File: config.mk
export PLATFORM = sky130hd
export DESIGN_NAME = thermal_guard
export DESIGN_NICKNAME = d
export VERILOG_FILES = /design/src/rtl/thermal_guard_pkg.sv /design/src/rtl/tg_lpf_chan.sv /design/src/rtl/tg_evcnt.sv /design/src/rtl/tg_regs.sv /design/src/rtl/thermal_guard.sv
export SDC_FILE = /design/constraint.sdc
export NUM_CORES = 2
export LEC_CHECK = 0
export BUFFER_PORTS_ARGS = -buffer_cell sky130_fd_sc_hd__buf_2
export CAP_MARGIN = 0
export CORE_ASPECT_RATIO = 2
export CORE_MARGIN = 2
export CORE_UTILIZATION = 54
export CTS_CLUSTER_DIAMETER = 80
export DETAILED_ROUTE_END_ITERATION = 12
export PLACE_DENSITY = 0.73
export SYNTH_ARGS = -nofsm -noshare
export SYNTH_HDL_FRONTEND = slang
export SYNTH_HIERARCHICAL = 1
export SYNTH_SLANG_ARGS = --single-unit
File: constraint.sdc
create_clock -name clk -period 10.45 [get_ports clk]
set_input_delay 1.045 -clock clk [delete_from_list [all_inputs] [get_ports clk]]
set_output_delay 1.045 -clock clk [all_outputs]
set_load 0.03 [all_outputs]
File: src/rtl/thermal_guard_pkg.sv
package thermal_guard_pkg;

    localparam int NCH          = 3;
    localparam int COEF_W       = 13;
    localparam int THR_W        = 8;
    localparam int FRAC_W       = 8;
    localparam int COARSE_SHIFT = 8;
    localparam int FINE_SHIFT   = 5;
    localparam int CNT_W        = 8;
    localparam int ADDR_W       = 4;

    typedef enum logic [ADDR_W-1:0] {
        RA_COEF_LO0 = 4'h0,
        RA_COEF_LO1 = 4'h1,
        RA_COEF_LO2 = 4'h2,
        RA_COEF_HIA = 4'h3,
        RA_COEF_HIB = 4'h4,
        RA_THR0     = 4'h5,
        RA_THR1     = 4'h6,
        RA_THR2     = 4'h7,
        RA_CTRL     = 4'h8,
        RA_STAT     = 4'h9,
        RA_EVCNT    = 4'hA
    } reg_addr_e;

    typedef struct packed {
        logic auto_open;
        logic irq_en;
    } ctrl_t;

    function automatic int cmp_shift(input int ch, input int fine_ch);
        return (ch == fine_ch) ? FINE_SHIFT : COARSE_SHIFT;
    endfunction

endpackage

File: src/rtl/tg_lpf_chan.sv
module tg_lpf_chan #(
    parameter int PW     = 16,
    parameter int CW     = 13,
    parameter int FW     = 8,
    parameter int TW     = 8,
    parameter int SHIFT  = 8
) (
    input  logic          clk,
    input  logic          rst,
    input  logic          s_valid,
    input  logic [PW-1:0] s_power,
    input  logic [CW-1:0] coef,
    input  logic [TW-1:0] thr,
    output logic          over
);
    localparam int ACCW = PW + FW;
    localparam int DW   = ACCW + 1;
    localparam int PRW  = DW + CW + 1;

    logic [ACCW-1:0]       acc_q;
    logic [ACCW-1:0]       acc_n;
    logic signed [DW-1:0]  diff;
    logic signed [PRW-1:0] prod;
    logic signed [PRW-1:0] step;
    logic [PW-1:0]         y_int;

    always_comb begin
        diff  = $signed({1'b0, s_power, {FW{1'b0}}}) - $signed({1'b0, acc_q});
        prod  = PRW'(diff) * PRW'($signed({1'b0, coef}));
        step  = prod >>> CW;
        acc_n = acc_q + step[ACCW-1:0];
        y_int = acc_q[ACCW-1:FW];
        over  = (y_int >> SHIFT) > {{(PW-TW){1'b0}}, thr};
    end

    always_ff @(posedge clk) begin
        if (rst)          acc_q <= '0;
        else if (s_valid) acc_q <= acc_n;
    end


    zero_coef_hold_chk: assert property (@(posedge clk) disable iff (rst)
        (s_valid && coef == '0) |=> $stable(acc_q));


    idle_hold_chk: assert property (@(posedge clk) disable iff (rst)
        !s_valid |=> $stable(acc_q));

endmodule

File: src/rtl/tg_evcnt.sv
module tg_evcnt #(
    parameter int CNT_W = 8
) (
    input  logic             clk,
    input  logic             rst,
    input  logic             flag_a,
    input  logic             flag_b,
    output logic [CNT_W-1:0] count
);
    localparam logic [CNT_W-1:0] CMAX = '1;

    logic fa_q, fb_q, bump;

    assign bump = (flag_a & ~fa_q) | (flag_b & ~fb_q);

    always_ff @(posedge clk) begin
        if (rst) begin
            fa_q  <= 1'b0;
            fb_q  <= 1'b0;
            count <= '0;
        end else begin
            fa_q <= flag_a;
            fb_q <= flag_b;
            if (bump && count != CMAX) count <= count + 1'b1;
        end
    end


    cnt_sat_chk: assert property (@(posedge clk) disable iff (rst)
        count == CMAX |=> count == CMAX);


    cnt_step_chk: assert property (@(posedge clk) disable iff (rst)
        count != CMAX |=> (count == $past(count) || count == $past(count) + 1'b1));

endmodule

File: src/rtl/tg_regs.sv
module tg_regs
    import thermal_guard_pkg::*;
(
    input  logic                  clk,
    input  logic                  rst,
    input  logic                  we,
    input  logic [ADDR_W-1:0]     addr,
    input  logic [7:0]            wdata,
    input  logic                  alarm_rise,
    input  logic [NCH-1:0]        live,
    input  logic [CNT_W-1:0]      evcnt,
    output logic [7:0]            rdata,
    output logic [NCH*COEF_W-1:0] coefs,
    output logic [NCH*THR_W-1:0]  thrs,
    output ctrl_t                 ctrl,
    output logic                  sticky
);
    logic [7:0]       coef_lo [NCH];
    logic [THR_W-1:0] thr_q   [NCH];
    logic [7:0]       hi_a;
    logic [6:0]       hi_b;
    logic             clr;

    assign clr = we && reg_addr_e'(addr) == RA_STAT && wdata[0];

    always_ff @(posedge clk) begin
        if (rst) begin
            for (int i = 0; i < NCH; i++) begin
                coef_lo[i] <= '0;
                thr_q[i]   <= '0;
            end
            hi_a   <= '0;
            hi_b   <= '0;
            ctrl   <= '0;
            sticky <= 1'b0;
        end else begin
            if (we) begin
                case (reg_addr_e'(addr))
                    RA_COEF_LO0: coef_lo[0] <= wdata;
                    RA_COEF_LO1: coef_lo[1] <= wdata;
                    RA_COEF_LO2: coef_lo[2] <= wdata;
                    RA_COEF_HIA: hi_a       <= wdata;
                    RA_COEF_HIB: hi_b       <= wdata[6:0];
                    RA_THR0:     thr_q[0]   <= wdata;
                    RA_THR1:     thr_q[1]   <= wdata;
                    RA_THR2:     thr_q[2]   <= wdata;
                    RA_CTRL:     ctrl       <= ctrl_t'(wdata[1:0]);
                    default: ;
                endcase
            end
            if (alarm_rise)  sticky <= 1'b1;
            else if (clr)    sticky <= 1'b0;
        end
    end

    assign coefs[0*COEF_W +: COEF_W] = {hi_b[4], hi_a[3:0], coef_lo[0]};
    assign coefs[1*COEF_W +: COEF_W] = {hi_b[5], hi_a[7:4], coef_lo[1]};
    assign coefs[2*COEF_W +: COEF_W] = {hi_b[6], hi_b[3:0], coef_lo[2]};

    for (genvar g = 0; g < NCH; g++) begin : g_thr
        assign thrs[g*THR_W +: THR_W] = thr_q[g];
    end

    always_comb begin
        case (reg_addr_e'(addr))
            RA_COEF_LO0: rdata = coef_lo[0];
            RA_COEF_LO1: rdata = coef_lo[1];
            RA_COEF_LO2: rdata = coef_lo[2];
            RA_COEF_HIA: rdata = hi_a;
            RA_COEF_HIB: rdata = {1'b0, hi_b};
            RA_THR0:     rdata = thr_q[0];
            RA_THR1:     rdata = thr_q[1];
            RA_THR2:     rdata = thr_q[2];
            RA_CTRL:     rdata = {6'b0, ctrl};
            RA_STAT:     rdata = {4'b0, live, sticky};
            RA_EVCNT:    rdata = evcnt;
            default:     rdata = 8'h00;
        endcase
    end


    sticky_cause_chk: assert property (@(posedge clk) disable iff (rst)
        $rose(sticky) |-> $past(alarm_rise));


    sticky_keep_chk: assert property (@(posedge clk) disable iff (rst)
        (sticky && !clr) |=> sticky);

endmodule

File: src/rtl/thermal_guard.sv
module thermal_guard
    import thermal_guard_pkg::*;
#(
    parameter int PW      = 16,
    parameter int FINE_CH = 1
) (
    input  logic              clk,
    input  logic              rst,
    input  logic [NCH-1:0]    smp_valid,
    input  logic [NCH*PW-1:0] smp_power,
    input  logic              vdd_low,
    input  logic              idd_high,
    input  logic              reg_we,
    input  logic [ADDR_W-1:0] reg_addr,
    input  logic [7:0]        reg_wdata,
    output logic [7:0]        reg_rdata,
    output logic              irq,
    output logic              open_req
);
    logic [NCH*COEF_W-1:0] coefs;
    logic [NCH*THR_W-1:0]  thrs;
    logic [NCH-1:0]        over;
    logic [CNT_W-1:0]      evcnt;
    ctrl_t                 ctrl;
    logic                  sticky;
    logic                  alarm_any, alarm_q, alarm_rise;

    for (genvar g = 0; g < NCH; g++) begin : g_ch
        tg_lpf_chan #(
            .PW    (PW),
            .CW    (COEF_W),
            .FW    (FRAC_W),
            .TW    (THR_W),
            .SHIFT (cmp_shift(g, FINE_CH))
        ) u_chan (
            .clk     (clk),
            .rst     (rst),
            .s_valid (smp_valid[g]),
            .s_power (smp_power[g*PW +: PW]),
            .coef    (coefs[g*COEF_W +: COEF_W]),
            .thr     (thrs[g*THR_W +: THR_W]),
            .over    (over[g])
        );
    end

    assign alarm_any  = |over;
    assign alarm_rise = alarm_any & ~alarm_q;

    always_ff @(posedge clk) begin
        if (rst) begin
            alarm_q  <= 1'b0;
            open_req <= 1'b0;
        end else begin
            alarm_q  <= alarm_any;
            open_req <= alarm_rise & ctrl.auto_open;
        end
    end

    assign irq = sticky & ctrl.irq_en;

    tg_regs u_regs (
        .clk        (clk),
        .rst        (rst),
        .we         (reg_we),
        .addr       (reg_addr),
        .wdata      (reg_wdata),
        .alarm_rise (alarm_rise),
        .live       (over),
        .evcnt      (evcnt),
        .rdata      (reg_rdata),
        .coefs      (coefs),
        .thrs       (thrs),
        .ctrl       (ctrl),
        .sticky     (sticky)
    );

    tg_evcnt #(.CNT_W(CNT_W)) u_evcnt (
        .clk    (clk),
        .rst    (rst),
        .flag_a (vdd_low),
        .flag_b (idd_high),
        .count  (evcnt)
    );


    open_pulse_chk: assert property (@(posedge clk) disable iff (rst)
        open_req |=> !open_req);


    open_cause_chk: assert property (@(posedge clk) disable iff (rst)
        open_req |-> ($past(alarm_rise) && $past(ctrl.auto_open)));


    irq_source_chk: assert property (@(posedge clk) disable iff (rst)
        irq |-> sticky);

endmodule

# Word level (Yosys, flattened, before mapping)
# Memories as Yosys holds them, arrays and structs flattened.
# Cells that the tools add are included.
dict set report totals {
  register_bits 102
  n_memories 2
  ramBits 48
  wordCells 98
  in_bits 68
  output_inout_bits 10
}
dict set report op_classes {
  n_eq_ne 11
  mux 35
  n_reduce_logical 9
  multipliers 3
  n_bitwise 15
  n_addsub 7
  order_cmp 3
}
# memory words word_bits rd rd_clocked_by_memory_dff write_ports line_no
set memory_table {}
lappend memory_table {u_regs.coef_lo 3 8 3 0 3 tg_regs.sv:18} ;# logic [7:0] coef_lo [NCH];
lappend memory_table {u_regs.thr_q 3 8 3 0 3 tg_regs.sv:19} ;# logic [THR_W-1:0] thr_q [NCH];
# op count
set op_table {}
lappend op_table {{$mul A25 B14 Y37} 3}
lappend op_table {{$pmux W8 S11} 1}
lappend op_table {{$sub A24 B24 Y25} 3}
lappend op_table {{$add A24 B24 Y24} 3}
lappend op_table {{$mux W8} 6}
lappend op_table {{$mux W1} 28}
lappend op_table {{$eq A4 B3 Y1 const B} 4}
lappend op_table {{$gt A8 B8 Y1} 2}
lappend op_table {{$eq A4 B4 Y1 const B} 3}
lappend op_table {{$gt A11 B8 Y1} 1}
lappend op_table {{$add A8 B1 Y8 const B} 1}
lappend op_table {{$eq A4 B2 Y1 const B} 2}
lappend op_table {{$ne A8 B8 Y1 const B} 1}
lappend op_table {{$or A1 B1 Y1} 7}
lappend op_table {{$reduce_and A2 Y1} 3}
lappend op_table {{$and A1 B1 Y1} 5}
lappend op_table {{$eq A4 B1 Y1 const B} 1}
lappend op_table {{$logic_not A4 Y1} 1}
lappend op_table {{$logic_and A1 B1 Y1} 3}
lappend op_table {{$not A1 Y1} 3}
lappend op_table {{$reduce_or A3 Y1} 1}
lappend op_table {{$reduce_bool A2 Y1} 1}

# Logic depth before layout (Yosys ltp)
dict set report depth {
  ltp_word 6
  depth_mapped 44
}

# By module
# The synthesis kept the hierarchy.
# module area_each_um2 seq_area_each_um2 instances cells_per_inst
set modules_own_cells {}
lappend modules_own_cells {{tg_lpf_chan (g_ch[0].u_chan)} 13984.7 480.5 1 1616}
lappend modules_own_cells {{tg_lpf_chan (g_ch[1].u_chan)} 13842.0 480.5 1 1628}
lappend modules_own_cells {{tg_lpf_chan (g_ch[2].u_chan)} 13763.2 480.5 1 1596}
lappend modules_own_cells {tg_regs 3069.2 1801.7 1 252}
lappend modules_own_cells {tg_evcnt 511.7 200.2 1 53}
lappend modules_own_cells {thermal_guard 78.8 40.0 1 7}

# Worst setup path before layout
# OpenSTA, ideal clock, no wires.
dict set report synth_path {
  kind {input to register}
  start {in smp_power[32]}
  end {reg g_ch[2].u_chan.acc_q[23]}
  path_slack_ns -0.150
  arrival_time_ns 10.477
  cell_stages 43
  path_buffers 1
  required_time_ns 10.327
  cell_sequence {ha_1 nor3b_1 a311oi_1 o41ai_1 a21oi_1 inv_1 a21oi_1 o21bai_1 a21oi_1 xnor2_1 clkbuf_1 and2_1 fa_1 inv_1 fa_1 inv_1 fa_1 fa_1 [7 not listed] a21o_1 a41o_1 a41o_1 a21o_1 a21oi_1 o21ai_0 o21a_1 ha_1 a21o_1 a21o_1 a21oi_1 o21ai_0 a21oi_1 o21a_1 nor3_1 or3b_1 mux2i_1 mux2_1}
}
dict set report synth_between {
  elab_chain_cells 3
}
# item line_no
set synth_rtl {}
lappend synth_rtl {{start: declaration} thermal_guard.sv:10} ;# input logic [NCH*PW-1:0] smp_power,
lappend synth_rtl {{$sub A24 B24 Y25} tg_lpf_chan.sv:28} ;# diff = $signed({1'b0, s_power, {FW{1'b0}}}) - $signed({1'b0, acc_q});
lappend synth_rtl {{$mul A25 B14 Y37} tg_lpf_chan.sv:29} ;# prod = PRW'(diff) * PRW'($signed({1'b0, coef}));
lappend synth_rtl {{$add A24 B24 Y24} tg_lpf_chan.sv:31} ;# acc_n = acc_q + step[ACCW-1:0];
lappend synth_rtl {{end signal: assignment} tg_lpf_chan.sv:38} ;# else if (s_valid) acc_q <= acc_n;
lappend synth_rtl {{end: declaration} tg_lpf_chan.sv:20} ;# logic [ACCW-1:0] acc_q;
# Every way passes these cells.
# A chain may end at the register's enable or synchronous reset.

# Worst setup path in the final report
dict set report layout_path {
  start {in smp_power[16]}
  end {reg g_ch[1].u_chan.acc_q[23]}
}
dict set report layout_between {
  elab_chain_cells 3
}
# item line_no
set layout_rtl {}
lappend layout_rtl {{$sub A24 B24 Y25} tg_lpf_chan.sv:28}
lappend layout_rtl {{$mul A25 B14 Y37} tg_lpf_chan.sv:29}
lappend layout_rtl {{$add A24 B24 Y24} tg_lpf_chan.sv:31}
lappend layout_rtl {{end signal: assignment} tg_lpf_chan.sv:38}
lappend layout_rtl {{end: declaration} tg_lpf_chan.sv:20}
# Every way passes these cells.

==> flow_metrics.py <==
metrics = {
    "floorplanning": {
        "row_count": 150,
        "die_w_um": 208.7,
        "die_area_um2": 86270,
        "fp.dieH_um": 413.4,
        "core_area_um2": 83330,
        "start_util": 0.5430,
        "num_io_pins": 78,
    },
    "clock_tree": {
        "cts_buffers": 17,
        "cts_max_level": 4,
        "clock_sink_count": 150,
        "cts_buffer_depth": 2,
        "path_clk_slew_ps": 70,
        "ctsHoldBuffers": 0,
        "tritoncts": "built",
        "clk_latency_ps": 520,
        "cts_root_buf": "clkbuf_16",
    },
    "grt": {
        "grt_start_max_net_pins": 73,
        "antenna_found_initial": 13,
        "gr-total-overflow": 0,
        "grt_pass1_wl_um": 223100,
        "track_usage": 0.3424,
        "grt_pass1_vias": 42450,
    },
    "sta": {
        "hold_viol": 0,
        "maxSlewViolCount": 0,
        "fin_crit_sh": 0.9816,
        "fin_skew_ps": 29.55,
        "tightest_slew_ps": 1195,
        "max_clock_freq_mhz": 97.48,
        "slew_headroom": 0.2033,
        "holdWs_ps": 498.6,
        "period_needed_ps": 10260,
        "setup_ws_ps": 191.9,
        "setup-tns-final_ps": 0,
        "setup_viol": 0,
    },
    "worst_setup_path": {
        "rr_startpoint": "g_ch[1].u_chan/acc_q[0]",
        "crit_arrival_ps": 10680,
        "path_common_cell": "fa_1",
        "r2r_cells": 43,
        "cpMaxStageDelayCell": "or4_4",
        "critPathTopFamily": "adder cells",
        "crit_fanout": 4,
        "crit_buf_inv": 11,
        "startpoint_type": "input port",
        "critPathKind": "in2reg",
        "crit_required_ps": 10880,
        "critPathMaxStageDelay_ps": 540,
        "worst_r2r_endpoint": "g_ch[1].u_chan/acc_q[23]",
        "rrSetupSlack_ps": 240,
        "end_kind": "register",
    },
    "min_path": {
        "hold_depth": 2,
        "hold_end": "g_ch[0].u_chan/acc_q[8]",
        "holdCritStartpoint": "g_ch[0].u_chan/acc_q[8]",
        "hold_class": "reg2reg",
    },
    "layout": {
        "drive_gt1_frac": 0.1564,
        "final_common_cell": "inv_1",
        "area_growth_syn_to_layout_pct": 15.53,
        "utilization": 0.6273,
        "finalNetCount": 7006,
        "fillCellCount": 6974,
        "mostFrequentLayoutCells": "inv_1, fa_1, nand2_1",
    },
    "run_status": {
        "status": "completed",
    },
    "detailed_routing": {
        "routed_via_density": 5.671,
        "drc": 0,
        "wl_um": 143300,
        "avgRoutedWirePerCell_um": 21.26,
        "drt_iter0_markers": 2114,
        "detail-route-antenna-nets": 0,
        "drt_first_pass_iters": 7,
        "vias": 38220,
    },
    "synth": {
        "syn_area_per_cell_um2": 8.783,
        "yosysUniqueCellTypes": 102,
        "synthCells": 5152,
        "synth_nets": 6505,
        "synth-seq-cells": 150,
        "async_reset_ff_frac": 0,
        "yosys_warnings": 6,
        "ys_seq_area_frac": 0.07698,
        "ys.flop_type": "dfxtp_1",
        "synth_edf_count": 48,
        "synth_area_um2": 45250,
    },
    "job": {
        "timing.max_cap.violations": 0,
    },
    "place": {
        "hpwl_um": 118700,
        "io_buffer_count": 77,
        "place_congestion": 1.024,
        "dp_slack_ps": -781.4,
    },
}
[cell type report]
cell class,count,area (um^2),area share
Sequential cell,150,3483,0.06663
Antenna cell,10,25.02,0.0004787
Clock inverter,14,177.7,0.003399
Clock buffer,18,429.2,0.008210
Inverter,1129,4238,0.08107
Multi-Input combinational cell,3669,37480,0.7170
Tap cell,1064,1331,0.02547
Timing Repair Buffer,686,5109,0.09773
[metal layers]
layer / GRT usage / wire length, um
met1: 0.3013 / 42020
met2: 0.6371 / 75590
met3: 0.06846 / 9117
met4: 0.3315 / 16540
met5: 0 / 43
[sequential cells by signal, indices dropped and copies added (netlist names)]
| name | count |
|---|---|
| u_regs/hi_a | 8 |
| alarm_q | 1 |
| u_regs/ctrl | 2 |
| u_regs/sticky | 1 |
| u_evcnt/fb_q | 1 |
| u_regs/thr_q | 24 |
| g_ch.u_chan/acc_q | 72 |
| u_evcnt/count | 8 |
| open_req | 1 |
| u_evcnt/fa_q | 1 |
| u_regs/hi_b | 7 |
| u_regs/coef_lo | 24 |
[synthesized netlist by cell type, types with 5 or more instances]
cell      count  area share
or3_1        24      0.0033
xnor2_1     162       0.031
a31o_2       10      0.0019
a21oi_1     163       0.018
nand4_1      21      0.0029
clkbuf_1    179       0.015
and2_1      457       0.063
a22o_1        7      0.0014
nor3b_1       6      0.0010
xor2_1       54       0.010
o21a_1       38      0.0063
nor4_1       14      0.0019
buf_1         7     0.00058
a311oi_1      7      0.0014
and4_1        8      0.0015
nand2_1     622       0.052
o22ai_1      10      0.0014
a21o_1       56      0.0093
o21ai_0      84      0.0093
o211ai_1     10      0.0017
dfxtp_1     102       0.045
buf_2        13      0.0014
mux2_2        5      0.0012
ha_1        412        0.11
o31ai_1       6      0.0010
inv_1      1129       0.094
a211oi_1     25      0.0041
and3_1       20      0.0028
fa_1        873        0.39
nor2_1      187       0.016
a31oi_1      21      0.0029
a211o_1       7      0.0014
nor2b_1      35      0.0048
nor3_1       41      0.0045
o21bai_1     21      0.0035
nand2b_1     29      0.0040
o311ai_0      8      0.0015
nand3_1      36      0.0040
mux2i_1      65       0.014
edfxtp_1     48       0.032
[cells by family after synthesis]
family | Yosys count | share of synthesized area
AOI/OAI and AO/OA | 552 | 0.08190
xor gates and xnor gates | 218 | 0.04267
adders and majority gates | 1285 | 0.5002
buffers and inverters | 1333 | 0.1115
DFF | 150 | 0.07698
muxes | 73 | 0.01670
and+or+nand+nor | 1541 | 0.1701
[through the flow]
stage,area (um^2),std cells
3_5_place_dp,50720,6675
3_3_place_gp,50720,6675
4_1_cts,51370,6709
6_report,52280,6740
2_1_floorplan,45280,5152
5_1_grt,52270,6737
[worst max path at each step]
| stage | start | endpoint | slack (ps) | depth (start not counted) |
|---|---|---|---|---|
| floorplan | smp_power[32] | g_ch[2].u_chan/acc_q[23] | 20 | 43 |
| global placement | smp_power[18] | g_ch[1].u_chan/acc_q[23] | -650 | 43 |
| detailed placement | smp_power[16] | g_ch[1].u_chan/acc_q[23] | -780 | 42 |
| CTS | smp_power[32] | g_ch[2].u_chan/acc_q[23] | 4 | 41 |
| global route | smp_power[32] | g_ch[2].u_chan/acc_q[23] | -60 | 41 |
| finish | smp_power[16] | g_ch[1].u_chan/acc_q[23] | 190 | 43 |
[repair_timing]
item	CTS	global route
setup endpoints to repair	5	17
pin swaps	2	103
buffers inserted	2	22
resized for setup	7	133
gates cloned	0	0
hold endpoints to repair	0	0
[tightest hold or removal path, delay by kind of cell, from the launching register on]
kind	cells	cell delay (ps)
DFF	1	330
AOI/OAI and AO/OA	1	60
and+or+nand+nor	1	70
Power is not shown: default switching activity piles up to over one toggle a cycle in this logic, so the estimate is an artifact.
